### src/rtl/ssrx_pkg.sv
package ssrx_pkg;
  localparam int unsigned BYTE_W = 8;

  typedef enum logic [1:0] {
    SEL_DATA = 2'd0,
    SEL_STAT = 2'd1,
    SEL_CTRL = 2'd2
  } reg_sel_e;

  localparam int unsigned STS_FULL = 0;
  localparam int unsigned STS_OVR  = 1;

  // packed order puts en at bit 0, ovie at bit 4
  typedef struct packed {
    logic ovie;
    logic rxie;
    logic stop;
    logic master;
    logic en;
  } ctrl_t;

  localparam int unsigned CTRL_W = $bits(ctrl_t);
endpackage

### src/rtl/ssrx_sclk_gen.sv
module ssrx_sclk_gen #(
  parameter int unsigned DIV_HALF   = 2,
  parameter int unsigned FRAME_BITS = 8
) (
  input  logic clk,
  input  logic rst_n,
  input  logic abort,
  input  logic start,
  output logic busy,
  output logic sck,
  output logic rise,
  output logic frame_end
);
  localparam int unsigned PH_W  = $clog2(2 * DIV_HALF);
  localparam int unsigned BIT_W = $clog2(FRAME_BITS);
  localparam logic [PH_W-1:0]  PH_RISE = PH_W'(DIV_HALF - 1);
  localparam logic [PH_W-1:0]  PH_LAST = PH_W'(2 * DIV_HALF - 1);
  localparam logic [BIT_W-1:0] BIT_LAST = BIT_W'(FRAME_BITS - 1);

  logic [PH_W-1:0]  ph;
  logic [BIT_W-1:0] bitn;

  assign rise      = busy && !abort && (ph == PH_RISE);
  assign frame_end = busy && !abort && (ph == PH_LAST) && (bitn == BIT_LAST);

  always_ff @(posedge clk or negedge rst_n) begin
    if (!rst_n) begin
      busy <= 1'b0;
      ph   <= '0;
      bitn <= '0;
      sck  <= 1'b1;
    end else if (abort) begin
      busy <= 1'b0;
      ph   <= '0;
      bitn <= '0;
      sck  <= 1'b1;
    end else if (!busy) begin
      if (start) begin
        busy <= 1'b1;
        ph   <= '0;
        bitn <= '0;
        sck  <= 1'b0;
      end
    end else if (ph == PH_LAST) begin
      ph <= '0;
      if (bitn == BIT_LAST) begin
        busy <= 1'b0;
        bitn <= '0;
      end else begin
        bitn <= bitn + 1'b1;
        sck  <= 1'b0;
      end
    end else begin
      ph <= ph + 1'b1;
      if (ph == PH_RISE) sck <= 1'b1;
    end
  end


  idle_high_chk: assert property (@(posedge clk) disable iff (!rst_n)
    !busy |-> sck);


  rise_source_chk: assert property (@(posedge clk) disable iff (!rst_n)
    $rose(sck) |-> $past(rise) || $past(abort));
endmodule

### src/rtl/ssrx_in_sync.sv
module ssrx_in_sync #(
  parameter int unsigned STAGES = 2
) (
  input  logic clk,
  input  logic rst_n,
  input  logic sck_in,
  input  logic sdi_in,
  output logic rise,
  output logic bit_o
);
  logic [STAGES-1:0] sck_p;
  logic [STAGES-1:0] sdi_p;
  logic              sck_prev;

  always_ff @(posedge clk or negedge rst_n) begin
    if (!rst_n) begin
      sck_p    <= '1;
      sdi_p    <= '0;
      sck_prev <= 1'b1;
    end else begin
      sck_p    <= {sck_p[STAGES-2:0], sck_in};
      sdi_p    <= {sdi_p[STAGES-2:0], sdi_in};
      sck_prev <= sck_p[STAGES-1];
    end
  end

  assign rise  = sck_p[STAGES-1] && !sck_prev;
  assign bit_o = sdi_p[STAGES-1];


  single_pulse_chk: assert property (@(posedge clk) disable iff (!rst_n)
    rise |=> !rise);
endmodule

### src/rtl/ssrx_shifter.sv
module ssrx_shifter #(
  parameter int unsigned FRAME_BITS = 8
) (
  input  logic                  clk,
  input  logic                  rst_n,
  input  logic                  clear,
  input  logic                  hold,
  input  logic                  rise,
  input  logic                  bit_in,
  output logic                  done,
  output logic [FRAME_BITS-1:0] word
);
  localparam int unsigned CNT_W = $clog2(FRAME_BITS);
  localparam logic [CNT_W-1:0] CNT_LAST = CNT_W'(FRAME_BITS - 1);

  logic [FRAME_BITS-1:0] sh;
  logic [CNT_W-1:0]      cnt;
  logic                  take;

  assign take = rise && !hold && !clear;
  assign done = take && (cnt == CNT_LAST);
  assign word = {sh[FRAME_BITS-2:0], bit_in};

  always_ff @(posedge clk or negedge rst_n) begin
    if (!rst_n) begin
      sh  <= '0;
      cnt <= '0;
    end else if (clear) begin
      sh  <= '0;
      cnt <= '0;
    end else if (take) begin
      sh  <= word;
      cnt <= done ? '0 : cnt + 1'b1;
    end
  end


  clear_resets_count_chk: assert property (@(posedge clk) disable iff (!rst_n)
    clear |=> cnt == '0);


  hold_freezes_chk: assert property (@(posedge clk) disable iff (!rst_n)
    hold && !clear |=> $stable(cnt) && $stable(sh));
endmodule

### src/rtl/ssrx_ctrl.sv
module ssrx_ctrl
  import ssrx_pkg::*;
#(
  parameter int unsigned DIV_HALF    = 2,
  parameter int unsigned SYNC_STAGES = 2
) (
  input  logic              clk,
  input  logic              rst_n,
  input  logic [1:0]        host_addr,
  input  logic              host_rd,
  input  logic              host_wr,
  input  logic [BYTE_W-1:0] host_wdata,
  output logic [BYTE_W-1:0] host_rdata,
  input  logic              sck_in,
  output logic              sck_out,
  output logic              sck_oe,
  input  logic              sdi,
  output logic              irq_rx,
  output logic              irq_ovr
);
  ctrl_t             ctrl;
  logic [BYTE_W-1:0] rx_data;
  logic              full, ovr, halted, last_frm;

  logic data_rd, stat_wr, ctrl_wr, ovr_clr;
  logic m_start, m_abort, m_busy, m_sck, m_rise, m_end;
  logic s_rise, s_bit;
  logic rise_sel, bit_sel, done, ovr_set, load;
  logic [BYTE_W-1:0] shift_word;

  assign data_rd = host_rd && (host_addr == SEL_DATA);
  assign stat_wr = host_wr && (host_addr == SEL_STAT);
  assign ctrl_wr = host_wr && (host_addr == SEL_CTRL);
  assign ovr_clr = stat_wr && !host_wdata[STS_OVR];

  assign m_abort = !ctrl.en || !ctrl.master || ovr;
  assign m_start = data_rd && ctrl.en && ctrl.master && !ovr && !halted && !m_busy;

  ssrx_sclk_gen #(.DIV_HALF(DIV_HALF), .FRAME_BITS(BYTE_W)) u_sclk (
    .clk(clk), .rst_n(rst_n), .abort(m_abort), .start(m_start),
    .busy(m_busy), .sck(m_sck), .rise(m_rise), .frame_end(m_end)
  );

  ssrx_in_sync #(.STAGES(SYNC_STAGES)) u_sync (
    .clk(clk), .rst_n(rst_n), .sck_in(sck_in), .sdi_in(sdi),
    .rise(s_rise), .bit_o(s_bit)
  );

  assign rise_sel = ctrl.master ? m_rise : s_rise;
  assign bit_sel  = ctrl.master ? sdi    : s_bit;

  ssrx_shifter #(.FRAME_BITS(BYTE_W)) u_shift (
    .clk(clk), .rst_n(rst_n), .clear(!ctrl.en), .hold(ovr),
    .rise(rise_sel), .bit_in(bit_sel), .done(done), .word(shift_word)
  );

  // completion with unread data and no simultaneous read is an overrun
  assign ovr_set = done && full && !data_rd;
  assign load    = done && !ovr_set;

  always_ff @(posedge clk or negedge rst_n) begin
    if (!rst_n) begin
      ctrl     <= '0;
      rx_data  <= '0;
      full     <= 1'b0;
      ovr      <= 1'b0;
      halted   <= 1'b0;
      last_frm <= 1'b0;
    end else begin
      if (ctrl_wr) ctrl <= ctrl_t'(host_wdata[CTRL_W-1:0]);

      if (load) begin
        rx_data <= shift_word;
        full    <= 1'b1;
      end else if (data_rd) begin
        full <= 1'b0;
      end

      if (ovr_set)      ovr <= 1'b1;
      else if (ovr_clr) ovr <= 1'b0;

      if (m_start) last_frm <= ctrl.stop;

      if (!ctrl.en || !ctrl.stop)   halted <= 1'b0;
      else if (m_end && last_frm)   halted <= 1'b1;
    end
  end

  always_comb begin
    unique case (host_addr)
      SEL_DATA: host_rdata = rx_data;
      SEL_STAT: host_rdata = {6'b0, ovr, full};
      SEL_CTRL: host_rdata = {{(BYTE_W-CTRL_W){1'b0}}, ctrl};
      default:  host_rdata = '0;
    endcase
  end

  assign sck_oe  = ctrl.en && ctrl.master;
  assign sck_out = m_sck;
  assign irq_rx  = full && ctrl.rxie;
  assign irq_ovr = ovr && ctrl.ovie;


  load_sets_full_chk: assert property (@(posedge clk) disable iff (!rst_n)
    done && (!full || data_rd) |=> full && (rx_data == $past(shift_word)));


  read_clears_chk: assert property (@(posedge clk) disable iff (!rst_n)
    data_rd && !done |=> !full);


  ovr_keeps_data_chk: assert property (@(posedge clk) disable iff (!rst_n)
    done && full && !data_rd |=> ovr && $stable(rx_data));


  ovr_sticky_chk: assert property (@(posedge clk) disable iff (!rst_n)
    ovr && !ovr_clr |=> ovr);


  no_frame_in_ovr_chk: assert property (@(posedge clk) disable iff (!rst_n)
    ovr |-> !done);


  halted_quiet_chk: assert property (@(posedge clk) disable iff (!rst_n)
    halted |-> !m_busy && !m_start);
endmodule

### config.mk
export PLATFORM = sky130hd
export DESIGN_NAME = ssrx_ctrl
export DESIGN_NICKNAME = d
export VERILOG_FILES = /design/src/rtl/ssrx_pkg.sv /design/src/rtl/ssrx_sclk_gen.sv /design/src/rtl/ssrx_in_sync.sv /design/src/rtl/ssrx_shifter.sv /design/src/rtl/ssrx_ctrl.sv
export SDC_FILE = /design/constraint.sdc
export NUM_CORES = 1
export LEC_CHECK = 0
export BUFFER_PORTS_ARGS = -buffer_cell sky130_fd_sc_hd__buf_2
export CAP_MARGIN = 0
export CORE_MARGIN = 5
export CORE_UTILIZATION = 50
export CTS_BUF_LIST = sky130_fd_sc_hd__clkbuf_16
export CTS_CLUSTER_SIZE = 40
export DETAILED_ROUTE_END_ITERATION = 10
export PLACE_DENSITY = 0.72
export SYNTH_ARGS = -nofsm -noshare
export SYNTH_HDL_FRONTEND = slang
export SYNTH_SLANG_ARGS = --single-unit
### constraint.sdc
create_clock -name clk -period 2.8 [get_ports clk]
set_input_delay 0.14 -clock clk [delete_from_list [all_inputs] [get_ports clk]]
set_output_delay 0.14 -clock clk [all_outputs]
set_load 0.005 [all_outputs]
==> flow_summary.ini <==
[power]
p_per_area_nw_per_um2 = 597
ir_worst_vdd_mv = 0.368
p_leak_nw = 1.05

[route]
vias_per_cell = 5.18
first_pass_iters = 4
routed_wl_mm = 3.50
drcViolationCount = 0
vias = 1196
ant_nets = 0
drtIter0Drc = 46
avgRoutedWirePerCell_um = 15.2

[final_layout]
n_antenna_cell = 0
final_common_cell = dfrtp_1
final_cell_area_um2 = 2150
drive_gt1_share_pct = 30.1
syn_to_final_growth_pct = 17.4
final_nets = 204
fin_util_pct = 59.7
final_cell_mix = dfrtp_1, buf_2, mux2_2

[critical_path]
crit_fanout = 16
required_ns = 2.96
worstSetupPathType = flop to flop
arrival_ns = 1.98
rr_worst_depth = 4
crit_path_end_kind = flop
cp-start-kind = flop

[global_routing]
grt_pass1_vias = 1277
track_usage_pct = 16.0
grt_max_degree = 40
antenna_found_initial = 0
grt_pass1_wl_mm = 6.12
overflow = 0

[clock_network]
cts_buffer_depth = 2
cts_setup_buffers = 0
cts_tree = built
clock-root-buffer = clkbuf_16
clk_pin_slew_worst_paths_ns = 0.06
htreeDepth = 2
cts_sinks = 39
numCtsBuffers = 5
clkLatencyLatePin_ns = 0.28

[die]
core_um2 = 3610
die_x_um = 70.6
chipHeight_um = 70.6
fp-row-count = 22
ios = 28
dieArea_um2 = 4980
start_util_pct = 50.9

[hold_path]
min_path_type = primary input to asynchronous set/reset pin

[timing]
fmax_mhz = 550
clock_skew_ns = 0.00431
tightest_slew_ns = 0.839
timing.final.ws_setup_ns = 0.981
setup_tns_ns = 0
final.min_clock_period_ns = 1.82
relSlewSlack_pct = 44.1
final_max_slew_viol_count = 0
finalHoldViolations = 35
min_period_over_period_pct = 65.0
setup-violations-final = 0
rsz0062_at_grt = false
holdWs_ns = -0.0387

[run_status]
failed_checks = hold timing
status = finished, violations left

[yosys]
synth.distinct_cells = 33
synth_fp_nets = 175
async_reset_ff_share_pct = 100
syn_area_per_cell_um2 = 12.0
syn_inst = 153
yosysWarnings = 0
netlist_area_um2 = 1830
synth_area_leaders = dfrtp_1, mux2_2, mux2i_1, dfstp_2, ha_1
synth_seq_cells = 39
seq_area_frac_synth_pct = 53.5
synth-edff-count = 0
synth_top_area_cell = dfrtp_1
synthFlopType = dfrtp_1
synth_top_area_share_pct = 47.7

[placed_design]
placed_area_um2 = 2000
io_buffers = 24
gp_congestion = 0.776
dp_hpwl_mm = 2.45
pre_cts_ws_ns = 1.01

[flow_run]
cap_violations = 0
-- final timing paths --
kind                                                 from  slack, ns                          to
worst max register to register        ctrl[0]$_DFFE_PN0P_       0.98        last_frm$_DFFE_PN0P_
max in group asynchronous                           rst_n       2.30       u_sclk.busy$_DFF_PN0_
worst max-delay path                  ctrl[0]$_DFFE_PN0P_       0.98        last_frm$_DFFE_PN0P_
worst min register to register  u_sync.sdi_p[0]$_DFF_PN0_       0.35   u_sync.sdi_p[1]$_DFF_PN0_
worst min-delay path                                rst_n      -0.04  u_shift.cnt[1]$_DFFE_PN0P_
min in group clk                            host_wdata[2]       0.09         ctrl[2]$_DFFE_PN0P_
-- state kept, by name, indices dropped and copies added, names as in the netlist, 2 cells and up --
name          cells
u_shift.sh        7
ctrl              5
u_sclk.bitn       3
u_sync.sck_p      2
u_sync.sdi_p      2
u_sclk.ph         2
rx_data           8
u_shift.cnt       3
-- layout make-up --
class                           instances  area (um2)
Clock buffer                            5         125
Clock inverter                          3        12.5
Multi-Input combinational cell        106         816
Timing Repair Buffer                   27         148
Tap cell                               48        60.1
Sequential cell                        39         981
Fill cell                             311        1450
Inverter                                3        11.3
-- stage by stage --
stage,instances,hold slack [ns],power (mW)
detailed placement,221,0.252,0.766
CTS,231,0.00159,1.30
global route,231,0.0648,1.35
floorplan,153,-0.156,0.712
finish,231,-0.0387,1.28
global placement,221,0.245,0.760
-- routing by layer --
metal / GRT usage [%] / up-vias / part of all wire [%]
met4: 6.89 / 0 / 1.5
met1: 19.7 / 587 / 45
met5: 0 / - / 0
li1: - / 585 / -
met3: 5.68 / 5 / 4.9
met2: 25.7 / 19 / 48
-- power breakdown --
part / internal [mW] / switching (mW) / total (mW)
logic: 0.0634 / 0.0599 / 0.123
registers: 0.597 / 0.0378 / 0.635
clock network: 0.321 / 0.205 / 0.526
total: 0.982 / 0.303 / 1.28
-- cells in the mapped netlist, drive strengths merged (2+ instances only) --
master / n
nand3: 6
o21ai: 4
buf: 4
a31oi: 2
nand2b: 2
ha: 6
nor2: 10
and2: 7
nand2: 10
a21oi: 6
mux2i: 15
dfrtp: 35
dfstp: 4
nor2b: 10
inv: 2
mux2: 16
-- kinds of logic after synthesis --
family,synth area share [%]
adders and majority gates,4.09
DFF,53.5
AOI/OAI and AO/OA,6.82
muxes,18.0
buffers and inverters,2.05
and+or+nand+nor,15.6
-- what timing repair did --
action,in CTS,in global routing
hold endpoints to repair,2,0
resized for setup,0,0
hold buffers,2,0
-- worst max-delay path: stages (launching register included) --
cell and delay, ns:
dfrtp_1 0.66, and2_1 0.24, nand2b_1 0.16, nor3_1 0.27
mux2_2 0.37
(Power assumes the default switching activity.)
